[src/rtl/refsch_pkg.sv]
package refsch_pkg;

  // Next debt value from the current value and the two events of a cycle.
  function automatic int debt_next(input int cur, input bit tick,
                                   input bit done, input int max_debt);
    int nxt;
    nxt = cur;
    if (tick && !done) begin
      if (cur < max_debt) nxt = cur + 1;
    end else if (done && !tick) begin
      if (cur > 0) nxt = cur - 1;
    end
    return nxt;
  endfunction

  // Next timer phase; wraps at the end of the interval.
  function automatic int phase_next(input int cur, input int interval);
    return (cur >= interval - 1) ? 0 : cur + 1;
  endfunction

endpackage

[src/rtl/refsch_interval_timer.sv]
module refsch_interval_timer #(
  parameter int INTERVAL_CYC = 1560,
  parameter int CNT_W        = $clog2(INTERVAL_CYC)
) (
  input  logic             clk,
  input  logic             rst_n,
  output logic             tick,
  output logic [CNT_W-1:0] phase
);
  import refsch_pkg::*;

  logic [CNT_W-1:0] cnt_q;

  assign tick  = (cnt_q == CNT_W'(INTERVAL_CYC - 1));
  assign phase = cnt_q;

  always_ff @(posedge clk) begin
    if (!rst_n) cnt_q <= '0;
    else        cnt_q <= CNT_W'(phase_next(32'(cnt_q), INTERVAL_CYC));
  end

endmodule

[src/rtl/refsch_debt_counter.sv]
module refsch_debt_counter #(
  parameter int DEBT_MAX = 15,
  parameter int DEBT_W   = $clog2(DEBT_MAX + 1)
) (
  input  logic              clk,
  input  logic              rst_n,
  input  logic              tick,
  input  logic              done,
  output logic [DEBT_W-1:0] debt
);
  import refsch_pkg::*;

  logic [DEBT_W-1:0] debt_q;

  always_ff @(posedge clk) begin
    if (!rst_n) debt_q <= '0;
    else        debt_q <= DEBT_W'(debt_next(32'(debt_q), tick, done, DEBT_MAX));
  end

  assign debt = debt_q;

endmodule

[src/rtl/refsch_request_flags.sv]
module refsch_request_flags #(
  parameter int DEBT_W     = 4,
  parameter int URGENT_LVL = 8
) (
  input  logic [DEBT_W-1:0] debt,
  output logic              req,
  output logic              urgent
);

  assign req = |debt;

  generate
    if (URGENT_LVL <= 0) begin : g_always_urgent
      assign urgent = 1'b1;
    end else begin : g_threshold
      assign urgent = (32'(debt) >= URGENT_LVL);
    end
  endgenerate

endmodule

[src/rtl/refresh_debt_scheduler.sv]
module refresh_debt_scheduler #(
  parameter int INTERVAL_CYC = 1560,
  parameter int DEBT_MAX     = 15,
  parameter int URGENT_LVL   = 8,
  localparam int DEBT_W      = $clog2(DEBT_MAX + 1),
  localparam int CNT_W       = $clog2(INTERVAL_CYC)
) (
  input  logic              clk,
  input  logic              rst_n,
  input  logic              refresh_done,
  output logic              refresh_req,
  output logic              refresh_urgent,
  output logic [DEBT_W-1:0] refresh_debt
);

  logic              tick_w;
  logic [CNT_W-1:0]  phase_w;
  logic [DEBT_W-1:0] debt_w;

  refsch_interval_timer #(
    .INTERVAL_CYC(INTERVAL_CYC),
    .CNT_W       (CNT_W)
  ) timer_i (
    .clk  (clk),
    .rst_n(rst_n),
    .tick (tick_w),
    .phase(phase_w)
  );

  refsch_debt_counter #(
    .DEBT_MAX(DEBT_MAX),
    .DEBT_W  (DEBT_W)
  ) debt_i (
    .clk  (clk),
    .rst_n(rst_n),
    .tick (tick_w),
    .done (refresh_done),
    .debt (debt_w)
  );

  refsch_request_flags #(
    .DEBT_W    (DEBT_W),
    .URGENT_LVL(URGENT_LVL)
  ) flags_i (
    .debt  (debt_w),
    .req   (refresh_req),
    .urgent(refresh_urgent)
  );

  assign refresh_debt = debt_w;

endmodule

[config.mk]
export PLATFORM = sky130hd
export DESIGN_NAME = refresh_debt_scheduler
export DESIGN_NICKNAME = d
export VERILOG_FILES = /design/src/rtl/refsch_pkg.sv /design/src/rtl/refsch_interval_timer.sv /design/src/rtl/refsch_debt_counter.sv /design/src/rtl/refsch_request_flags.sv /design/src/rtl/refresh_debt_scheduler.sv
export SDC_FILE = /design/constraint.sdc
export NUM_CORES = 1
export LEC_CHECK = 0
export BUFFER_PORTS_ARGS = -buffer_cell sky130_fd_sc_hd__clkbuf_2
export CAP_MARGIN = 0
export CORE_AREA = 2 2 47 49
export CTS_CLUSTER_SIZE = 30
export DETAILED_ROUTE_END_ITERATION = 10
export DIE_AREA = 0 0 49 51
export MAX_ROUTING_LAYER = met4
export PLACE_DENSITY = 0.66
export SKIP_CTS_REPAIR_TIMING = 1
export SLEW_MARGIN = 20
export SYNTH_ARGS = -nofsm -noshare
export SYNTH_HDL_FRONTEND = slang
export SYNTH_SLANG_ARGS = --single-unit
[constraint.sdc]
create_clock -name clk -period 2.7 [get_ports clk]
set_input_delay 0.135 -clock clk [delete_from_list [all_inputs] [get_ports clk]]
set_output_delay 0.135 -clock clk [all_outputs]
set_load 0.02 [all_outputs]
# ---- Word-level counts from Yosys, hierarchy flattened
# Cells that the tools add are included.
# W data, S select, Z words.
dict set report classes {
  n_eq_ne 2
  n_addsub 3
  n_bitwise 1
  n_lt_le_gt_ge 4
  n_reduce_logical 9
  n_mux 4
}
# op count
set op_table {}
lappend op_table {{$mux W4} 4}
lappend op_table {{$add A11 B1 Y11 const B} 1}
lappend op_table {{$eq A11 B11 Y1 const B} 1}
lappend op_table {{$ge A11 B11 Y1 const B} 1}
lappend op_table {{$add A4 B1 Y4 const B} 1}
lappend op_table {{$ge A4 B4 Y1 const B} 1}
lappend op_table {{$gt A4 B1 Y1 const B} 1}
lappend op_table {{$lt A4 B4 Y1 const B} 1}
lappend op_table {{$reduce_bool A2 Y1} 2}
lappend op_table {{$reduce_or A4 Y1} 1}
lappend op_table {{$sub A4 B1 Y4 const B} 1}
lappend op_table {{$reduce_and A3 Y1} 1}
lappend op_table {{$logic_and A1 B1 Y1} 2}
lappend op_table {{$logic_not A1 Y1} 2}
lappend op_table {{$ne A2 B2 Y1 const B} 1}
lappend op_table {{$reduce_or A2 Y1} 1}
lappend op_table {{$not A1 Y1} 1}
dict set report totals {
  wordCells 25
  ff_bits 15
}

# ---- Logic depth before layout (Yosys ltp)
# Gate-level depths: netlist of run 1.
dict set report depth {
  word_depth 5
  depth_mapped 9
  mapped_depth_nobuf 9
}

# ---- Cells and area by module
# From an unflattened synthesis of run 1, not the netlist that was laid out.
dict set report unflattened {
  hier_cells 92
  hier_area_um2 848.3
}
# module area_per_inst_um2 cells_each instances seq_area_each_um2
set by_module_without_submodules {}
lappend by_module_without_submodules {refsch_interval_timer 520.5 57 1 220.2}
lappend by_module_without_submodules {refsch_debt_counter 316.6 33 1 80.1}
lappend by_module_without_submodules {refsch_request_flags 11.3 2 1 0.0}

# ---- Worst setup path before layout of run 1
# Ideal clock, no wire load.
dict set report synth_path {
  path_type {register to register}
  from {register timer_i.cnt_q[5] (netlist: timer_i.phase[5])}
  to {register debt_i.debt_q[3] (netlist: debt_i.debt[3])}
  path_stages_with_launch 9
  required_ns 2.582
  slack_ns 0.084
  n_path_buf 0
  arrival_ns 2.498
  cell_sequence {dfxtp_1 -> or4_4 -> or4_2 -> ha_1 -> a21o_1 -> a21oi_1 -> xnor2_1 -> nand2_1 -> mux2i_1}
}
dict set report synth_via {
  elab_chain_len 5
  elab_cells_between_ends 9
}
# item line
set synth_lines {}
lappend synth_lines {{start, declared} refsch_interval_timer.sv:12} ;# logic [CNT_W-1:0] cnt_q;
lappend synth_lines {{start signal, assigned} refsch_interval_timer.sv:19} ;# else cnt_q <= CNT_W'(phase_next(32'(cnt_q), INTERVAL_CYC));
lappend synth_lines {{$eq A11 B11 Y1 (*)} refsch_interval_timer.sv:14} ;# assign tick = (cnt_q == CNT_W'(INTERVAL_CYC - 1));
lappend synth_lines {{$logic_not A1 Y1} refsch_pkg.sv:10} ;# end else if (done && !tick) begin
lappend synth_lines {{$logic_and A1 B1 Y1} refsch_pkg.sv:10}
lappend synth_lines {{$reduce_bool A2 Y1 (no line)} --}
lappend synth_lines {{$reduce_and A3 Y1 (no line)} --}
lappend synth_lines {{end signal, assigned} refsch_debt_counter.sv:17} ;# else debt_q <= DEBT_W'(debt_next(32'(debt_q), tick, done, DEBT_MAX));
lappend synth_lines {{end, declared} refsch_debt_counter.sv:13} ;# logic [DEBT_W-1:0] debt_q;
# Mark *: on every way between the ends. The rest lies on a longest branch, timed or not.
# A chain may end at the register's enable or synchronous reset.

# ---- Worst setup path in the final report of run 1
# Ends and elaborated chain as after synthesis.

==> implementation parameters, run 1 <==
Parameter                              Value

Status
  Result of the run ... finished, final reports clean

Logic synthesis
  Xor/xnor cell area share of the yosys netlist ... 0.126
  Sequential area share after synthesis ... 0.393
  Top-area cell type share of the netlist area ... 0.393
  Number of enable-type register cells in the synthesized netlist ... 0
  Flip-flop and latch count after synthesis ... 15
  Top cells by area in the synthesized netlist ... sky130_fd_sc_hd__dfxtp_1 39%, sky130_fd_sc_hd__xor2_1 8.0%, sky130_fd_sc_hd__nor2_1 5.4%
  Net Count, Synth ... 88
  Ys flop type ... sky130_fd_sc_hd__dfxtp_1
  Total number of yosys warnings ... 0
  Multiplexer share of the synthesized area ... 0.0557
  Fraction of synthesis flops using an asynchronous set or reset pin ... 0
  Average instance area after synthesis ... between 9 and 10 µm²
  Mapped cell area ... 763 µm²
  Count leader, synth ... sky130_fd_sc_hd__dfxtp_1
  Commonest cells in the synthesized netlist ... 15 x sky130_fd_sc_hd__dfxtp_1, 11 x sky130_fd_sc_hd__nor2_1, 9 x sky130_fd_sc_hd__nand2_1
  Simple-gate portion of the synthesized area ... 0.257
  Number of unique standard cell types used by synthesis ... 28
  Adder-cell share of the synthesized area ... 0.0754
  Dominant combinational cell family by area after synthesis ... simple AND/OR/NAND/NOR gates
  Yosys top cell by area ... sky130_fd_sc_hd__dfxtp_1
  Fraction of the mapped netlist area in compound gates ... 0.0705
  Synthesized instance count ... between 80 and 90

Clock tree
  Root buf cell ... sky130_fd_sc_hd__clkbuf_4
  Clock latency reported for the late side of the worst-skew pair ... 0.28 ns
  Clock slew at reported path FFs ... 0.09 ns
  TritonCTS clock tree ... done
  Number of CTS-inserted buffers ... 3
  Clock Sink Count ... 15
  Longest Clk Path Bufs ... 2
  H-tree levels ... 1

Timing
  Pins Over Slew Limit ... 0
  Share of the cycle needed by the critical path after routing ... 0.905
  Slew @ Worst Pin ... 0.846 ns
  Highest clock frequency the design can meet ... 0.409 GHz
  Min Clock Period, post-route ... 2.44 ns
  Max transition margin ... 0.433
  Hold Slack ... around 0.14 ns
  Worst Setup Slack, final ... 0.257 ns
  Number of setup violations in the final report ... 0
  Final-report hold violation count ... 0
  RSZ-0062 raised after global routing ... no
  Setup total negative slack ... 0 ns
  Setup clock skew after layout ... 0.00473 ns

Critical path
  Series of cell instances along the critical path ... or4_4, or4_4, buf_4, ha_1, a21oi_2, xnor2_1, nand2_1, mux2i_1
  Dominant cell type by count on the critical path ... sky130_fd_sc_hd__or4_4
  Worst path buffer plus inverter count ... 1
  Critical path capture point type ... register
  Largest stage delay, worst path ... between 0.5 and 0.6 ns
  Maximum fanout along the worst path ... 3
  Critical path startpoint category ... register
  Cell family contributing the most delay on the critical path ... simple AND/OR/NAND/NOR gates
  Class of the most critical setup path ... register to register
  Critical-path cell with the highest stage delay ... sky130_fd_sc_hd__or4_4
  Data arrival, critical path ... 2.63 ns
  Required time at the worst-slack endpoint ... 2.88 ns

Placed design
  Routability Congestion ... ~0.75
  Minimum setup slack after placement ... 0.0686 ns
  I/O Buffers ... 8
  Half-perimeter wire length of the detailed placement result ... approximately 990 µm

Power
  Switching fraction of total power ... 0.355
  Register share of total power ... 0.439
  Clock group share of total power ... 0.202
  Static leakage ... 0.386 nW
  Power density relative to cell area ... 727 mW/mm²
  NetSw ... 0.224 mW
  Worst voltage drop across the vdd grid ... 341 µV
  Relative contribution of combinational cells to total power ... 0.359
  Internal power summed over all cells ... around 0.4 mW

Route
  Number of search-and-repair iterations in the first detailed-routing pass ... 4
  # DRC ... 0
  Antenna Violating Nets Remaining ... 0
  Vias/cell ... between 4 and 5
  Final routed wire length divided by cell count ... 10.8 µm
  Aggregate routed wire length ... 1.30 mm
  DR vias ... ~570
  DR iter-0 viols ... 5

Floorplan
  Effective utilization at floorplan ... 0.370
  Core box area ... 0.00206 mm²
  Die height ... around 50 µm
  Total die area ... 0.00250 mm²
  Number of rows created at floorplan ... 17
  I/O pin cnt ... 9
  Die Wd ... 49 µm

Layout
  Diode count ... 0
  Register cell area after layout ... 300 µm²
  Signed area change from the synthesized netlist to the final layout ... 13.9%
  Share of post-route cells with drive strength above 1 ... 0.217
  Final core occ ... 0.421
  Fillcell total ... roughly 220
  Combined area of the multi-input logic cells ... 453 µm²
  Number of nets in the layout ... 100

GRT
  Wire length of the first global-routing pass ... between 2 and 2.5 mm
  Number of antenna violations at the first check in global routing ... 0
  Overall routing resource usage ... 0.122
  Largest net degree at the start of global routing ... 12
  Number of global-route vias before repair ... around 530
  Global route overflow ... 0

Worst hold path
  Hold crit path type ... primary input to register

Job
  Max-Cap Viols ... 0
## worst paths after layout
kind,start,end,slack [ns],cells after the start
worst min-delay path,rst_n,debt_i.debt[2],0.14,2
worst max-delay path,timer_i.phase[5],debt_i.debt[3],0.26,8
worst max register to register,timer_i.phase[5],debt_i.debt[3],0.26,8
worst min register to register,timer_i.phase[0],timer_i.phase[0],0.45,1
## state kept, by name, summed over array words and instances, names as in the netlist
signal,count
timer_i.phase,11
debt_i.debt,4
## placed cells by master, fill, tap and decap left out, types with 2 or more instances in the layout
cell / Yosys / final
sky130_fd_sc_hd__nor2_1: 11 / 11
sky130_fd_sc_hd__ha_1: 3 / 3
sky130_fd_sc_hd__nand3_1: 3 / 3
sky130_fd_sc_hd__inv_1: 2 / 2
sky130_fd_sc_hd__nand2b_1: 2 / 2
sky130_fd_sc_hd__clkbuf_4: 0 / 3
sky130_fd_sc_hd__and2_1: 2 / 2
sky130_fd_sc_hd__or4_4: 2 / 3
sky130_fd_sc_hd__clkbuf_2: 0 / 8
sky130_fd_sc_hd__xor2_1: 7 / 7
sky130_fd_sc_hd__mux2i_1: 2 / 2
sky130_fd_sc_hd__and3_1: 2 / 2
sky130_fd_sc_hd__xnor2_1: 4 / 4
sky130_fd_sc_hd__nand2_1: 9 / 9
sky130_fd_sc_hd__dfxtp_1: 15 / 15
## layer usage
metal,GRT usage,share of wire,vias up
met4,0.0286,0.0062,0
li1,-,-,298
met3,0.0439,0.059,2
met1,0.148,0.45,257
met2,0.194,0.48,15
met5,-,0,-
## power by group through the flow
stage | Clock (mW) | Sequential, mW | Combinational, mW
2_1_floorplan | 0 | 0.299 | 0.152
3_3_place_gp | 0 | 0.282 | 0.219
3_5_place_dp | 0 | 0.284 | 0.223
4_1_cts | 0.135 | 0.278 | 0.224
5_1_grt | 0.144 | 0.284 | 0.252
6_report | 0.128 | 0.277 | 0.227
## final cells by class
cell class	count	share of cell area
clock buffer	4	0.0302
timing repair buffer	9	0.0547
multi-input combinational	62	0.521
sequential	15	0.345
inverter	2	0.00863
tap	28	0.0403
## metrics by stage
| stage | instance area, µm² | power (mW) | std cells |
|---|---|---|---|
| after floorplan | 763 | 0.450 | 81 |
| after global placement | 837 | 0.501 | 116 |
| after detailed placement | 837 | 0.507 | 116 |
| after CTS | 863 | 0.637 | 120 |
| after global routing | 870 | 0.680 | 120 |
| final | 870 | 0.632 | 120 |
## cell families (layout without fill, tap and decap cells)
logic type | after synthesis | in the layout
AND/OR/NAND/NOR | 37 | 37
flip-flops | 15 | 15
XOR/XNOR | 11 | 11
AO/OA/AOI/OAI | 7 | 7
adder cells (fa/ha/maj) | 4 | 4
buffers and inverters | 4 | 15
multiplexers | 3 | 3
No activity file was read; power rests on OpenSTA's default activity.
==> run 2, diff against run 1 <==
Settings changed: ABC_AREA set to 1, CORE_AREA 2 2 47 49 to 2 2 49 51, DIE_AREA 0 0 49 51 to 0 0 51 53, PLACE_DENSITY 0.66 to 0.65.
==> implementation parameters, run 2 <==
Parameter                              Value

Logic synthesis
  Flip-flop and latch count after synthesis ... 15 (unchanged)
  Fraction of synthesis flops using an asynchronous set or reset pin ... 0 (unchanged)
  Commonest cells in the synthesized netlist ... 20 x sky130_fd_sc_hd__nor2_1, 17 x sky130_fd_sc_hd__nand2_1, 15 x sky130_fd_sc_hd__dfxtp_1 (was 15 x sky130_fd_sc_hd__dfxtp_1, 11 x sky130_fd_sc_hd__nor2_1, 9 x sky130_fd_sc_hd__nand2_1)
  Sequential area share after synthesis ... 0.360 (was 0.393)
  Net Count, Synth ... 122 (was 88)
  Top-area cell type share of the netlist area ... 0.360 (was 0.393)
  Synthesized instance count ... 115 (was 81)
  Ys flop type ... sky130_fd_sc_hd__dfxtp_1 (unchanged)
  Yosys top cell by area ... sky130_fd_sc_hd__dfxtp_1 (unchanged)
  Number of unique standard cell types used by synthesis ... 26 (was 28)
  Total number of yosys warnings ... 0 (unchanged)
  Average instance area after synthesis ... 7.25 µm² (was 9.42 µm²)
  Top cells by area in the synthesized netlist ... sky130_fd_sc_hd__dfxtp_1 36%, sky130_fd_sc_hd__nor2_1 9.0%, sky130_fd_sc_hd__nand2_1 7.7% (was sky130_fd_sc_hd__dfxtp_1 39%, sky130_fd_sc_hd__xor2_1 8.0%, sky130_fd_sc_hd__nor2_1 5.4%)
  Number of enable-type register cells in the synthesized netlist ... 0 (unchanged)
  Count leader, synth ... sky130_fd_sc_hd__nor2_1 (was sky130_fd_sc_hd__dfxtp_1)
  Mapped cell area ... 833 µm² (was 763 µm²)

Critical path
  FF-to-FF setup slack ... 0.44 ns (was 0.26 ns)
  Destination of the critical timing path ... debt_i.debt[3] (unchanged)
  Number of cells on the worst reg-to-reg path ... 15 (was 8)
  Largest stage delay, worst path ... 0.37 ns (was 0.55 ns)
  Worst path buffer plus inverter count ... 2 (was 1)
  Critical Path Stages ... 15 (was 8)
  Worst reg2reg path endpoint ... debt_i.debt[3] (unchanged)
  Critical path capture point type ... register (unchanged)
  Required time at the worst-slack endpoint ... 2.88 ns (about the same)
  Critical-path cell with the highest stage delay ... sky130_fd_sc_hd__dfxtp_1 (was sky130_fd_sc_hd__or4_4)
  Class of the most critical setup path ... register to register (unchanged)
  Dominant cell type by count on the critical path ... sky130_fd_sc_hd__nand2_1 (was sky130_fd_sc_hd__or4_4)
  Series of cell instances along the critical path ... ha_1, nand2_1, nor4_1, nand3_1, ha_1, nand2_1, nand2_1, nor2_1, inv_1, nand2_1, nand2_1, inv_1, nand3_1, nand2_1, nor2_1 (was or4_4, or4_4, buf_4, ha_1, a21oi_2, xnor2_1, nand2_1, mux2i_1)
  CP startpoint ... timer_i.phase[0] (was timer_i.phase[5])
  Critical path startpoint category ... register (unchanged)
  Maximum fanout along the worst path ... 5 (was 3)
  Cell family contributing the most delay on the critical path ... simple AND/OR/NAND/NOR gates (unchanged)
  Launching point of the worst reg2reg path ... timer_i.phase[0] (was timer_i.phase[5])
  Data arrival, critical path ... 2.44 ns (was 2.63 ns)

Route
  Antenna Violating Nets Remaining ... 0 (unchanged)
  DR iter-0 viols ... 14 (was 5)
  Aggregate routed wire length ... 1.44 mm (was 1.30 mm)
  Vias/cell ... 4.80 (was 4.77)
  Final routed wire length divided by cell count ... 9.40 µm (was 10.8 µm)
  # DRC ... 0 (unchanged)
  DR vias ... 734 (was 572)
  Number of search-and-repair iterations in the first detailed-routing pass ... 4 (unchanged)

Layout
  Max FFs per register ... 11 (unchanged)
  Commonest cells after routing, fill and taps aside ... 20 x sky130_fd_sc_hd__nor2_1, 17 x sky130_fd_sc_hd__nand2_1, 15 x sky130_fd_sc_hd__dfxtp_1, 14 x sky130_fd_sc_hd__inv_1, 12 x sky130_fd_sc_hd__nand3_1 (was 15 x sky130_fd_sc_hd__dfxtp_1, 11 x sky130_fd_sc_hd__nor2_1, 9 x sky130_fd_sc_hd__nand2_1, 8 x sky130_fd_sc_hd__clkbuf_2, 7 x sky130_fd_sc_hd__xor2_1)
  Post-Layout Inst Area ... 921 µm² (was 870 µm²)
  Number of nets in the layout ... 133 (was 100)
  Fillcell total ... 219 (was 218)
  Share of post-route cells with drive strength above 1 ... 0.184 (was 0.217)
  Register cell area after layout ... 300 µm² (unchanged)
  Commonest non-fill, non-tap cell in the layout ... sky130_fd_sc_hd__nor2_1 (was sky130_fd_sc_hd__dfxtp_1)
  Diode count ... 0 (unchanged)
  Signed area change from the synthesized netlist to the final layout ... 10.5% (was 13.9%)
  Combined area of the multi-input logic cells ... 458 µm² (was 453 µm²)

Power
  Worst voltage drop across the vdd grid ... 252 µV (was 341 µV)
  Internal power summed over all cells ... 0.285 mW (was 0.408 mW)
  NetSw ... 0.0848 mW (was 0.224 mW)
  Switching fraction of total power ... 0.229 (was 0.355)
  Register share of total power ... 0.616 (was 0.439)
  Power density relative to cell area ... 402 mW/mm² (was 727 mW/mm²)
  Static leakage ... 0.382 nW (was 0.386 nW)
  Relative contribution of combinational cells to total power ... 0.040 (was 0.359)
  Clock group share of total power ... 0.344 (was 0.202)

Timing
  Setup total negative slack ... 0 ns (unchanged)
  Pins Over Slew Limit ... 0 (unchanged)
  Final-report hold violation count ... 0 (unchanged)
  RSZ-0062 raised after global routing ... no (unchanged)
  Setup clock skew after layout ... 0.00608 ns (was 0.00473 ns)
  Share of the cycle needed by the critical path after routing ... 0.838 (was 0.905)
  Slew @ Worst Pin ... 0.494 ns (was 0.846 ns)
  Number of setup violations in the final report ... 0 (unchanged)
  Max transition margin ... 0.670 (was 0.433)
  Highest clock frequency the design can meet ... 0.442 GHz (was 0.409 GHz)
  Worst Setup Slack, final ... 0.437 ns (was 0.257 ns)
  Min Clock Period, post-route ... 2.26 ns (was 2.44 ns)

Placed design
  Routability Congestion ... 0.810 (was 0.753)
  I/O Buffers ... 8 (unchanged)
  Cell area after placement ... 893 µm² (was 837 µm²)
  Minimum setup slack after placement ... 0.451 ns (was 0.0686 ns)
  Half-perimeter wire length of the detailed placement result ... 1.13 mm (was 992 µm)

Floorplan
  I/O pin cnt ... 9 (unchanged)
  Die height ... 53 µm (was 51 µm)
  Effective utilization at floorplan ... 0.388 (was 0.370)
  Number of rows created at floorplan ... 17 (unchanged)
  Die Wd ... 51 µm (was 49 µm)
  Total die area ... 0.00270 mm² (was 0.00250 mm²)
  Core box area ... 0.00215 mm² (was 0.00206 mm²)

GRT
  Global route overflow ... 0 (unchanged)
  Largest net degree at the start of global routing ... 12 (unchanged)
  Wire length of the first global-routing pass ... 2.64 mm (was 2.31 mm)
  Overall routing resource usage ... 0.131 (was 0.122)
  Number of global-route vias before repair ... 694 (was 525)
  Number of antenna violations at the first check in global routing ... 0 (unchanged)

Job
  Max-Cap Viols ... 0 (unchanged)

Clock tree
  Clock Sink Count ... 15 (unchanged)
  Root buf cell ... sky130_fd_sc_hd__clkbuf_4 (unchanged)
  Clock slew at reported path FFs ... 0.09 ns (about the same)
  Number of CTS-inserted buffers ... 3 (unchanged)
  TritonCTS clock tree ... done (unchanged)
  H-tree levels ... 1 (unchanged)
  Longest Clk Path Bufs ... 2 (unchanged)
  Clock latency reported for the late side of the worst-skew pair ... 0.28 ns (about the same)

Worst hold path
  Hold crit path type ... primary input to register (unchanged)

Status
  Result of the run ... finished, final reports clean (unchanged)
## run 2: per-stage QoR
stage / hold slack (ns) / util / instances / power (mW)
6_report: 0.113 / 0.429 / 153 / 0.370
5_1_grt: 0.147 / 0.429 / 153 / 0.387
4_1_cts: 0.118 / 0.429 / 153 / 0.374
3_5_place_dp: 0.418 / 0.416 / 149 / 0.248
3_3_place_gp: 0.412 / 0.416 / 149 / 0.248
2_1_floorplan: 0.256 / - / 115 / 0.244
## run 2: logic make-up after synthesis
kind of cell / synth area share
buffers and inverters: 0.0901
XOR/XNOR: 0.0420
AND/OR/NAND/NOR: 0.362
AO/OA/AOI/OAI: 0.0766
adder cells (fa/ha/maj): 0.0691
flip-flops: 0.360
## run 2: per-layer routing
layer	GRT usage	routed length (µm)	up-vias
li1	-	-	391
met1	0.157	703	331
met2	0.212	683	10
met3	0.0254	46	2
met4	0.0676	5	0
met5	-	0	-
## run 2: layout make-up
| type | count | area share |
|---|---|---|
| clock buffers | 3 | 0.0245 |
| clock inverters | 1 | 0.00543 |
| inverters | 16 | 0.0652 |
| multi-input cells | 82 | 0.497 |
| flip-flops and latches | 15 | 0.326 |
| well taps | 28 | 0.0380 |
| repair buffers | 8 | 0.0435 |
## run 2: worst register-to-register path: stages (launching register included)
cell	delay (ns)
sky130_fd_sc_hd__dfxtp_1	0.37
sky130_fd_sc_hd__ha_1	0.20
sky130_fd_sc_hd__nand2_1	0.13
sky130_fd_sc_hd__nor4_1	0.27
sky130_fd_sc_hd__nand3_1	0.19
sky130_fd_sc_hd__ha_1	0.36
sky130_fd_sc_hd__nand2_1	0.08
sky130_fd_sc_hd__nand2_1	0.04
sky130_fd_sc_hd__nor2_1	0.12
sky130_fd_sc_hd__inv_1	0.05
sky130_fd_sc_hd__nand2_1	0.06
sky130_fd_sc_hd__nand2_1	0.04
sky130_fd_sc_hd__inv_1	0.06
sky130_fd_sc_hd__nand3_1	0.07
sky130_fd_sc_hd__nand2_1	0.06
sky130_fd_sc_hd__nor2_1	0.03
## run 2: worst min-delay path by stage
| stage | start | to | slack, ns | cells past startpoint |
|---|---|---|---|---|
| after global placement | rst_n | debt_i.debt[3] | 0.41 | 3 |
| after detailed placement | rst_n | debt_i.debt[3] | 0.42 | 3 |
| after CTS | rst_n | debt_i.debt[3] | 0.12 | 3 |
| final | rst_n | debt_i.debt[3] | 0.11 | 3 |
| after global routing | rst_n | debt_i.debt[2] | 0.15 | 3 |
| after floorplan | rst_n | debt_i.debt[3] | 0.26 | 2 |
## run 2: power groups by stage
stage          Clock [mW]  Combinational (mW)  Sequential (mW)
5_1_grt             0.140              0.0181            0.228
3_5_place_dp            0              0.0151            0.233
2_1_floorplan           0              0.0119            0.233
6_report            0.127              0.0148            0.228
3_3_place_gp            0              0.0146            0.233
4_1_cts             0.131              0.0150            0.228
==> run 3, diff against run 2 <==
Settings changed: ABC_AREA 1 to 0, CORE_AREA 2 2 49 51 to 2 2 47 49, DIE_AREA 0 0 51 53 to 0 0 49 51, PLACE_DENSITY 0.65 to 0.66.
Clock period 2.7 ns to 2 ns, I/O delays scaled along.
==> implementation parameters, run 3 (synthesis results as in run 1) <==
Parameter                              Value

Route
  DR vias ... 631 (was 734)
  Vias/cell ... 4.71 (was 4.80)
  # DRC ... 0 (unchanged)
  Number of search-and-repair iterations in the first detailed-routing pass ... 4 (unchanged)
  Aggregate routed wire length ... 1.58 mm (was 1.44 mm)
  Antenna Violating Nets Remaining ... 0 (unchanged)
  Final routed wire length divided by cell count ... 11.8 µm (was 9.40 µm)
  DR iter-0 viols ... 6 (was 14)

Placed design
  I/O Buffers ... 8 (unchanged)
  Half-perimeter wire length of the detailed placement result ... 1.22 mm (was 1.13 mm)
  Minimum setup slack after placement ... -0.441 ns (was 0.451 ns)
  Routability Congestion ... 0.741 (was 0.810)

Timing
  Number of setup violations in the final report ... 3 (was 0)
  Share of the cycle needed by the critical path after routing ... 1.17 (was 0.838)
  RSZ-0062 raised after global routing ... yes (was no)
  Setup total negative slack ... -0.736 ns (was 0 ns)
  Min Clock Period, post-route ... 2.33 ns (was 2.26 ns)
  Max transition margin ... 0.801 (was 0.670)
  Pins Over Slew Limit ... 0 (unchanged)
  Final-report hold violation count ... 0 (unchanged)
  Highest clock frequency the design can meet ... 0.429 GHz (was 0.442 GHz)
  Worst Setup Slack, final ... -0.332 ns (was 0.437 ns)
  Slew @ Worst Pin ... 0.298 ns (was 0.494 ns)
  Setup clock skew after layout ... 0.00430 ns (was 0.00608 ns)

Layout
  Diode count ... 0 (unchanged)
  Commonest non-fill, non-tap cell in the layout ... sky130_fd_sc_hd__buf_4 (was sky130_fd_sc_hd__nor2_1)
  Commonest cells after routing, fill and taps aside ... 15 x sky130_fd_sc_hd__buf_4, 14 x sky130_fd_sc_hd__dfxtp_1, 11 x sky130_fd_sc_hd__nor2_1, 9 x sky130_fd_sc_hd__nand2_1, 8 x sky130_fd_sc_hd__clkbuf_2 (was 20 x sky130_fd_sc_hd__nor2_1, 17 x sky130_fd_sc_hd__nand2_1, 15 x sky130_fd_sc_hd__dfxtp_1, 14 x sky130_fd_sc_hd__inv_1, 12 x sky130_fd_sc_hd__nand3_1)
  Share of post-route cells with drive strength above 1 ... 0.358 (was 0.184)
  Max FFs per register ... 11 (unchanged)
  Fillcell total ... 212 (was 219)
  Signed area change from the synthesized netlist to the final layout ... 31.3% (was 10.5%)
  Number of nets in the layout ... 114 (was 133)

GRT
  Largest net degree at the start of global routing ... 12 (unchanged)
  Number of antenna violations at the first check in global routing ... 0 (unchanged)
  Global route overflow ... 0 (unchanged)
  Overall routing resource usage ... 0.144 (was 0.131)
  Number of global-route vias before repair ... 625 (was 694)
  Wire length of the first global-routing pass ... 2.64 mm (unchanged)

Clock tree
  Clock slew at reported path FFs ... 0.09 ns (about the same)
  Longest Clk Path Bufs ... 2 (unchanged)
  Number of CTS-inserted buffers ... 3 (unchanged)
  Root buf cell ... sky130_fd_sc_hd__clkbuf_4 (unchanged)
  Clock latency reported for the late side of the worst-skew pair ... 0.28 ns (about the same)
  H-tree levels ... 1 (unchanged)
  TritonCTS clock tree ... done (unchanged)
  Clock Sink Count ... 15 (unchanged)

Critical path
  Required time at the worst-slack endpoint ... 2.18 ns (was 2.88 ns)
  Class of the most critical setup path ... register to register (unchanged)
  Maximum fanout along the worst path ... 4 (was 5)
  Worst reg2reg path endpoint ... debt_i.debt[3] (unchanged)
  Data arrival, critical path ... 2.52 ns (was 2.44 ns)
  Critical path capture point type ... register (unchanged)
  Destination of the critical timing path ... debt_i.debt[3] (unchanged)
  FF-to-FF setup slack ... -0.33 ns (was 0.44 ns)
  CP startpoint ... timer_i.phase[5] (was timer_i.phase[0])
  Launching point of the worst reg2reg path ... timer_i.phase[5] (was timer_i.phase[0])
  Number of cells on the worst reg-to-reg path ... 8 (was 15)
  Critical path startpoint category ... register (unchanged)

Status
  Failing checks ... negative setup slack
  Result of the run ... complete, but fails checks (was finished, final reports clean)

Floorplan
  Die Wd ... 49 µm (was 51 µm)
  Total die area ... 0.00250 mm² (was 0.00270 mm²)
  Effective utilization at floorplan ... 0.370 (was 0.388)
  I/O pin cnt ... 9 (unchanged)
  Die height ... 51 µm (was 53 µm)
  Core box area ... 0.00206 mm² (was 0.00215 mm²)
  Number of rows created at floorplan ... 17 (unchanged)

Job
  Max-Cap Viols ... 0 (unchanged)

Power
  Power density relative to cell area ... 897 mW/mm² (was 402 mW/mm²)
  Static leakage ... 0.465 nW (was 0.382 nW)
  Worst voltage drop across the vdd grid ... 423 µV (was 252 µV)

Worst hold path
  Hold crit path type ... primary input to register (unchanged)
## run 3: cell types whose count changed in the layout (fill, tap and decap cells not counted), sizes merged, moves of 6 or more
cell | before | now
nand2 | 18 | 9
nand3 | 14 | 3
inv | 16 | 2
nor2 | 22 | 11
buf | 0 | 15
o21ai | 6 | 0
## run 3: worst min path at each step
stage	start	end	slack, ns	depth (start not counted)
6_report	rst_n	debt_i.debt[2]	0.11	2
3_5_place_dp	rst_n	debt_i.debt[2]	0.41	2
2_1_floorplan	rst_n	debt_i.debt[0]	0.22	1
3_3_place_gp	rst_n	debt_i.debt[2]	0.41	2
4_1_cts	rst_n	debt_i.debt[2]	0.09	2
5_1_grt	rst_n	debt_i.debt[2]	0.09	2
## run 3: critical path, cell delays in order (launching register included)
cell and delay [ns]:
sky130_fd_sc_hd__dfxtp_2 0.33, sky130_fd_sc_hd__or4_4 0.54, sky130_fd_sc_hd__or4_4 0.48, sky130_fd_sc_hd__ha_4 0.23
sky130_fd_sc_hd__a21o_1 0.18, sky130_fd_sc_hd__a21oi_2 0.13, sky130_fd_sc_hd__xnor2_1 0.13, sky130_fd_sc_hd__nand2_1 0.08
sky130_fd_sc_hd__mux2i_1 0.12
## run 3: cell type report
cell class / count / area (µm²) / share of cell area
clock inverter: 1 / 5.00 / 0.00499
inverter: 2 / 7.51 / 0.00749
timing repair buffer: 23 / 153 / 0.152
tap: 28 / 35.0 / 0.0350
multi-input combinational: 62 / 478 / 0.477
clock buffer: 3 / 22.5 / 0.0225
sequential: 15 / 302 / 0.301
## run 3: layer usage
layer  share of wire  wire length (µm)  vias up  global-route usage
met1            0.44               691      297               0.154
met3           0.029                46        0              0.0380
met2            0.53               838        8               0.249
li1                -                 -      326                   -
met4               0                 0        0              0.0714
met5               0                 0        -                   -
## run 3: through the flow
stage	std cells	cell area (µm²)	hold WS, ns	power (mW)	util
final	134	1000	0.106	0.899	0.486
after global routing	134	1000	0.0908	0.964	0.486
after CTS	133	982	0.0879	0.905	0.476
after detailed placement	129	955	0.409	0.723	0.463
after global placement	129	955	0.408	0.710	0.463
after floorplan	81	783	0.222	0.622	-
## run 3: power by group
part | switching, mW | leakage (nW) | internal [mW]
logic | 0.175 | 0.325 | 0.169
clock network | 0.0986 | 0.0177 | 0.0742
registers | 0.0515 | 0.123 | 0.330
total | 0.325 | 0.465 | 0.573
